`config.mk`:
```
export PLATFORM = sky130hd
export DESIGN_NAME = spiReadResponder
export DESIGN_NICKNAME = d
export VERILOG_FILES = /design/src/rtl/spiRdPkg.sv /design/src/rtl/spiRdSync.sv /design/src/rtl/spiRdCtrl.sv /design/src/rtl/spiRdData.sv /design/src/rtl/spiReadResponder.sv
export SDC_FILE = /design/constraint.sdc
export NUM_CORES = 1
export LEC_CHECK = 0
export ABC_CLOCK_PERIOD_IN_PS = 4700
export BUFFER_PORTS_ARGS = -buffer_cell sky130_fd_sc_hd__buf_2
export CAP_MARGIN = 20
export CELL_PAD_IN_SITES_DETAIL_PLACEMENT = 1
export CELL_PAD_IN_SITES_GLOBAL_PLACEMENT = 1
export CORE_MARGIN = 5
export CORE_UTILIZATION = 48
export CTS_CLUSTER_DIAMETER = 200
export DETAILED_ROUTE_END_ITERATION = 10
export GPL_ROUTABILITY_DRIVEN = 1
export PLACE_DENSITY = 0.7
export SYNTH_ARGS = -nofsm -noshare
export SYNTH_HDL_FRONTEND = slang
export SYNTH_SLANG_ARGS = --single-unit
```
`constraint.sdc`:
```
create_clock -name clk -period 4.7 [get_ports clk]
set_input_delay 0.94 -clock clk [delete_from_list [all_inputs] [get_ports clk]]
set_output_delay 0.94 -clock clk [all_outputs]
set_load 0.02 [all_outputs]
```
`src/rtl/spiRdPkg.sv`:
```
package spiRdPkg;

  localparam int BYTE_W = 8;
  localparam int ADDR_BYTES = 3;
  localparam int FULL_ADDR_W = BYTE_W * ADDR_BYTES;
  localparam logic [BYTE_W-1:0] FILL_BYTE = 8'hFF;

  typedef enum logic [1:0] {
    ST_OPCODE,
    ST_ADDR,
    ST_STREAM,
    ST_IGNORE
  } rdState_t;

  // Strobes from the sequencer to the datapath
  typedef struct packed {
    logic clear;       // deselected: return shifters to idle
    logic captureBit;  // SCK rose: take one MOSI bit
    logic shiftTx;     // SCK fell inside a byte: next MISO bit
    logic loadTx;      // SCK fell at a byte boundary: new outgoing byte
    logic txFromMem;   // outgoing byte comes from the array
    logic addrShift;   // an address byte completed
    logic addrInc;     // a data byte was fetched: step the location
  } rdCtl_t;

endpackage

```
`src/rtl/spiRdSync.sv`:
```
module spiRdSync #(
  parameter int STAGES = 2
) (
  input  logic clk,
  input  logic rstN,
  input  logic sckIn,
  input  logic csNIn,
  input  logic mosiIn,
  output logic sckRise,
  output logic sckFall,
  output logic csActive,
  output logic mosiBit
);

  localparam int LANES = 3;
  // lane order: 0 = mosi, 1 = chip select (idles high), 2 = sck
  localparam logic [LANES-1:0] IDLE_VAL = 3'b010;

  logic [LANES-1:0] rawBus;
  logic [LANES-1:0] syncBus;
  logic             sckPrev;

  assign rawBus = {sckIn, csNIn, mosiIn};

  for (genvar g = 0; g < LANES; g++) begin : gLane
    logic [STAGES-1:0] chain;
    always_ff @(posedge clk or negedge rstN) begin
      if (!rstN) chain <= {STAGES{IDLE_VAL[g]}};
      else       chain <= {chain[STAGES-2:0], rawBus[g]};
    end
    assign syncBus[g] = chain[STAGES-1];
  end

  always_ff @(posedge clk or negedge rstN) begin
    if (!rstN) sckPrev <= 1'b0;
    else       sckPrev <= syncBus[2];
  end

  assign csActive = !syncBus[1];
  assign mosiBit  = syncBus[0];
  assign sckRise  = csActive && syncBus[2] && !sckPrev;
  assign sckFall  = csActive && !syncBus[2] && sckPrev;

  // one SCK sample cannot be both a rising and a falling edge
  p_single_edge_r1: assert property (@(posedge clk) disable iff (!rstN)
    $onehot0({sckRise, sckFall}));

endmodule

```
`src/rtl/spiRdCtrl.sv`:
```
module spiRdCtrl
  import spiRdPkg::*;
#(
  parameter logic [BYTE_W-1:0] OPCODE = 8'h03
) (
  input  logic              clk,
  input  logic              rstN,
  input  logic              sckRise,
  input  logic              sckFall,
  input  logic              csActive,
  input  logic [BYTE_W-1:0] rxByte,
  output rdCtl_t            ctl
);

  localparam int CNT_W = $clog2(BYTE_W);
  localparam logic [CNT_W-1:0] LAST_BIT = CNT_W'(BYTE_W - 1);
  localparam logic [1:0] LAST_ADDR_BYTE = 2'(ADDR_BYTES - 1);

  rdState_t         state;
  logic [CNT_W-1:0] bitCnt;
  logic [1:0]       addrBytes;
  logic             byteDone;

  always_comb begin
    byteDone       = csActive && sckRise && (bitCnt == LAST_BIT);
    ctl.clear      = !csActive;
    ctl.captureBit = csActive && sckRise;
    ctl.loadTx     = csActive && sckFall && (bitCnt == '0);
    ctl.shiftTx    = csActive && sckFall && (bitCnt != '0);
    ctl.txFromMem  = (state == ST_STREAM);
    ctl.addrShift  = byteDone && (state == ST_ADDR);
    ctl.addrInc    = csActive && sckFall && (bitCnt == '0) && (state == ST_STREAM);
  end

  always_ff @(posedge clk or negedge rstN) begin
    if (!rstN) begin
      state     <= ST_OPCODE;
      bitCnt    <= '0;
      addrBytes <= '0;
    end else if (!csActive) begin
      state     <= ST_OPCODE;
      bitCnt    <= '0;
      addrBytes <= '0;
    end else if (sckRise) begin
      bitCnt <= bitCnt + CNT_W'(1);
      if (byteDone) begin
        unique case (state)
          ST_OPCODE: begin
            state     <= (rxByte == OPCODE) ? ST_ADDR : ST_IGNORE;
            addrBytes <= '0;
          end
          ST_ADDR: begin
            addrBytes <= addrBytes + 2'd1;
            if (addrBytes == LAST_ADDR_BYTE) state <= ST_STREAM;
          end
          default: state <= state;
        endcase
      end
    end
  end

  // deselection always returns the sequencer to command framing
  p_abort_to_opcode_r8: assert property (@(posedge clk) disable iff (!rstN)
    !csActive |=> (state == ST_OPCODE && bitCnt == '0));

  // a rejected command stays rejected until chip select rises
  p_ignore_sticky_r7: assert property (@(posedge clk) disable iff (!rstN)
    (state == ST_IGNORE && csActive) |=> (state == ST_IGNORE));

  // streaming continues for as long as the device stays selected
  p_stream_sticky_r5: assert property (@(posedge clk) disable iff (!rstN)
    (state == ST_STREAM && csActive) |=> (state == ST_STREAM));

endmodule

```
`src/rtl/spiRdData.sv`:
```
module spiRdData
  import spiRdPkg::*;
#(
  parameter int ADDR_BITS = 6
) (
  input  logic                 clk,
  input  logic                 rstN,
  input  rdCtl_t               ctl,
  input  logic                 mosiBit,
  input  logic                 loadEn,
  input  logic [ADDR_BITS-1:0] loadAddr,
  input  logic [BYTE_W-1:0]    loadData,
  output logic [BYTE_W-1:0]    rxByte,
  output logic                 miso
);

  localparam int DEPTH = 1 << ADDR_BITS;

  logic [BYTE_W-1:0]      mem [DEPTH];
  logic [BYTE_W-1:0]      rxShift;
  logic [BYTE_W-1:0]      txShift;
  logic [FULL_ADDR_W-1:0] addrReg;
  logic [BYTE_W-1:0]      memWord;

  // byte completed by the bit arriving now
  assign rxByte  = {rxShift[BYTE_W-2:0], mosiBit};
  assign memWord = mem[addrReg[ADDR_BITS-1:0]];
  assign miso    = txShift[BYTE_W-1];

  always_ff @(posedge clk) begin
    if (loadEn) mem[loadAddr] <= loadData;
  end

  always_ff @(posedge clk or negedge rstN) begin
    if (!rstN)              rxShift <= '0;
    else if (ctl.clear)     rxShift <= '0;
    else if (ctl.captureBit) rxShift <= rxByte;
  end

  always_ff @(posedge clk or negedge rstN) begin
    if (!rstN)             addrReg <= '0;
    else if (ctl.clear)    addrReg <= '0;
    else if (ctl.addrShift) addrReg <= {addrReg[FULL_ADDR_W-BYTE_W-1:0], rxByte};
    else if (ctl.addrInc)  addrReg <= addrReg + FULL_ADDR_W'(1);
  end

  always_ff @(posedge clk or negedge rstN) begin
    if (!rstN)            txShift <= FILL_BYTE;
    else if (ctl.clear)   txShift <= FILL_BYTE;
    else if (ctl.loadTx)  txShift <= ctl.txFromMem ? memWord : FILL_BYTE;
    else if (ctl.shiftTx) txShift <= {txShift[BYTE_W-2:0], 1'b1};
  end

  // MISO moves only on a falling SCK edge or a deselection
  p_miso_hold_r1: assert property (@(posedge clk) disable iff (!rstN)
    (!ctl.loadTx && !ctl.shiftTx && !ctl.clear) |=> $stable(miso));

  // a deselected responder presents a high MISO
  p_idle_high_r10: assert property (@(posedge clk) disable iff (!rstN)
    ctl.clear |=> miso);

endmodule

```
`src/rtl/spiReadResponder.sv`:
```
module spiReadResponder
  import spiRdPkg::*;
#(
  parameter int                ADDR_BITS   = 6,
  parameter int                SYNC_STAGES = 2,
  parameter logic [BYTE_W-1:0] OPCODE      = 8'h03
) (
  input  logic                 clk,
  input  logic                 rstN,
  input  logic                 loadEn,
  input  logic [ADDR_BITS-1:0] loadAddr,
  input  logic [7:0]           loadData,
  input  logic                 sck,
  input  logic                 csN,
  input  logic                 mosi,
  output logic                 miso
);

  logic              sckRise;
  logic              sckFall;
  logic              csActive;
  logic              mosiBit;
  logic [BYTE_W-1:0] rxByte;
  rdCtl_t            ctl;

  spiRdSync #(.STAGES(SYNC_STAGES)) uSync (
    .clk      (clk),
    .rstN     (rstN),
    .sckIn    (sck),
    .csNIn    (csN),
    .mosiIn   (mosi),
    .sckRise  (sckRise),
    .sckFall  (sckFall),
    .csActive (csActive),
    .mosiBit  (mosiBit)
  );

  spiRdCtrl #(.OPCODE(OPCODE)) uCtrl (
    .clk      (clk),
    .rstN     (rstN),
    .sckRise  (sckRise),
    .sckFall  (sckFall),
    .csActive (csActive),
    .rxByte   (rxByte),
    .ctl      (ctl)
  );

  spiRdData #(.ADDR_BITS(ADDR_BITS)) uData (
    .clk      (clk),
    .rstN     (rstN),
    .ctl      (ctl),
    .mosiBit  (mosiBit),
    .loadEn   (loadEn),
    .loadAddr (loadAddr),
    .loadData (loadData),
    .rxByte   (rxByte),
    .miso     (miso)
  );

endmodule

```
==> flow_summary.ini <==
[status]
status = complete, no violations

[detailed_routing]
viasPerCell = 6.03
via_count = 10806
firstDrtPassIters = 5
drt_iter0_drc = 1265
drc = 0
ant_nets = 0
wl_per_cell_um = 29.0
drt_wl_total_um = 52000

[grt]
grt_use_total_pct = 21.1
grt-ovfl-total = 0
first_global_vias = 11339
grt_max_degree = 65
grt_pass1_wl_um = 78000
antenna_found_initial = 1

[logic_synthesis]
synth_warnings = 0
ys.flop_type = edfxtp_1
ys_ff_latch = 547
ys_async_sr_fraction_pct = 6.40
yosysSeqAreaShare_pct = 74.9
netlist_area_sq_mm = 0.0217
yosysUniqueCellTypes = 58
syn_avg_cell_area_sq_um = 19.5
syn_inst = 1114
syn-num-nets = 1139
synth_edf_count = 512

[sta]
timing.setup.tns_ps = 0
rsz0062_at_grt = false
hold_violations = 0
finalSetupViolCount = 0
hold_ws_ps = 359
clock.fmax_mhz = 320
fin_ws_ps = 1580
slew_headroom_pct = 37.6
period_needed_ps = 3120
fin_skew_ps = 38.3
tightest_slew_ps = 932
finalCritPeriodShare_pct = 66.4
drv_slew = 0

[setup_path]
path_cells = buf_4 > mux4_2 > nor2b_1 > a211oi_1 > nor4_1 > a211o_1
critical_path.reg2reg.startpoint = uData.addrReg[0]
worstPathRequired_ps = 5230
crit_slowest_cell = dfrtp_4
cp-end-kind = register
path_max_fanout = 35
start_kind = register
slowest_delay_ps = 870
worstPathArrival_ps = 3660
crit_type = reg -> reg
critPathBufInv = 1
crit_start = uData.addrReg[0]
crit_family = flip-flops

[floorplan]
core_sq_mm = 0.0451
dieArea_sq_mm = 0.0496
rows = 78
die_y_um = 223
die_x_um = 223
start_util_pct = 48.2
ioPinCount = 21

[clock_tree]
clock-sinks = 547
clk_pin_slew_ps = 60
cts_tree = done
post_cts_resized = 0
clockBufferDepth = 3
clkLatencyLatePin_ps = 610
ctsHoldBuffers = 0
cts-buffers-inserted = 55
root_buffer = clkbuf_16
cts.htree.levels = 2
post_cts_buffers = 0

[flow_run]
cap_violations = 0

[final_layout]
fill_cells = 3991
multi_input_area_sq_mm = 0.00508
insertedDiodeCount = 0
drive_gt1_share_pct = 22.1
seq_area_sq_mm = 0.0163
fin_nets = 1174
syn2layout_area_growth_pct = 11.7

[power]
ir_worst_vdd_v = 0.000282
total_power_w = 0.00997
total_leakage_power_nw = 7.35
p_per_area_mw_per_mm2 = 411

[place]
dp_hpwl_um = 32400
gp_routability_congestion = 0.812
portBuffers = 20
dpl_worst_slack_ps = 1500

[min_path]
min_path_type = reg -> reg
hp-start = uSync.gLane[2].chain[0]
[cell type report]
class | instances | share of cell area, %
clock inverter | 32 | 1.47
multi-input combinational | 497 | 20.9
sequential | 547 | 67.1
tap | 600 | 3.10
clock buffer | 68 | 5.96
inverter | 6 | 0.0929
timing repair buffer | 42 | 1.35
[placed cells by master, fill, tap and decap left out, types with 17 or more instances in the layout]
cell type / count
mux2i_1: 41
nor2_1: 104
buf_4: 17
nand2b_1: 17
mux4_2: 122
nand2_1: 29
nor2b_1: 17
nor3_1: 21
buf_2: 20
clkbuf_16: 56
dfrtp_1: 22
edfxtp_1: 512
[kinds of logic (layout without fill, tap and decap cells)]
kind of cell / count (synthesis) / count (layout) / synth area share (%)
and+or+nand+nor: 231 / 231 / 5.05
adders and majority gates: 5 / 5 / 0.288
AOI/OAI and AO/OA: 84 / 84 / 2.70
buffers and inverters: 70 / 148 / 1.73
muxes: 171 / 171 / 15.1
DFF: 547 / 547 / 74.9
xor gates and xnor gates: 6 / 6 / 0.242
[worst register-to-register path: stages (launching register included)]
cell,delay [ps]
dfrtp_4,870
buf_4,460
mux4_2,560
nor2b_1,140
a211oi_1,570
nor4_1,140
a211o_1,300
[synthesized netlist by cell type, types with 3 or more instances]
| library cell | number | area, sq um |
|---|---|---|
| nand4_1 | 3 | 18.8 |
| dfrtp_1 | 25 | 626 |
| mux2_2 | 6 | 67.6 |
| xnor2_1 | 4 | 35.0 |
| nand2_1 | 29 | 109 |
| buf_1 | 4 | 15.0 |
| a221oi_1 | 4 | 35.0 |
| nand3_1 | 13 | 65.1 |
| nor4_1 | 6 | 37.5 |
| mux4_2 | 122 | 2750 |
| or4_1 | 3 | 22.5 |
| buf_4 | 10 | 75.1 |
| nor2b_1 | 17 | 106 |
| edfxtp_1 | 512 | 15400 |
| nand2b_1 | 17 | 106 |
| a21oi_1 | 7 | 35.0 |
| and2_1 | 3 | 18.8 |
| clkbuf_1 | 24 | 90.1 |
| a211o_1 | 4 | 35.0 |
| o2111ai_1 | 3 | 26.3 |
| o22ai_1 | 10 | 62.6 |
| o211ai_1 | 4 | 30.0 |
| a22oi_1 | 7 | 52.6 |
| nor3_1 | 21 | 105 |
| mux2i_1 | 41 | 410 |
| o21ai_0 | 16 | 80.1 |
| dfstp_2 | 10 | 263 |
| nor2_1 | 104 | 390 |
| buf_2 | 22 | 110 |
| ha_1 | 5 | 62.6 |
| a211oi_1 | 13 | 97.6 |
| inv_1 | 6 | 22.5 |
[state kept, by name (all words and copies together), names as in the netlist, 2 cells and up]
name,cells
uCtrl.state,2
uData.txShift,8
uSync.gLane.chain,6
uData.addrReg,6
uData.rxShift,7
uCtrl.bitCnt,3
uData.mem,512
uCtrl.addrBytes,2
[power by group]
part           internal [W]  switching, W  total [W]
combinational     0.0000398      0.000149   0.000189
clock               0.00257       0.00183    0.00439
sequential          0.00537     0.0000180    0.00538
total               0.00797       0.00200    0.00997
[stage by stage]
| step | utilization, % | cell area [sq um] | cells |
|---|---|---|---|
| finish | 53.8 | 24300 | 1792 |
| global route | 53.8 | 24300 | 1792 |
| CTS | 53.8 | 24300 | 1792 |
| detailed placement | 49.8 | 22500 | 1692 |
| global placement | 49.7 | 22400 | 1690 |
| floorplan | - | 21700 | 1114 |
[final timing paths]
path | end | slack [ps] | cells past startpoint
max in group asynchronous | uData.addrReg[0] | 3680 | 1
min in group asynchronous | uData.addrReg[4] | 420 | 1
min reg2reg | uSync.gLane[2].chain[1] | 360 | 0
max reg2reg | uData.txShift[5] | 1580 | 6
max | uData.txShift[5] | 1580 | 6
min | uSync.gLane[2].chain[1] | 360 | 0
[layer usage]
metal | global-route usage, % | share of wire, % | wire (um) | up-vias
met4 | 4.76 | 2.1 | 1080 | 2
li1 | - | - | - | 4600
met1 | 31.6 | 45 | 23400 | 5815
met2 | 33.0 | 48 | 24800 | 319
met3 | 3.84 | 5.4 | 2790 | 70
met5 | 0 | 0.025 | 13 | -
Note: power is estimated with default switching activity, not from simulation.
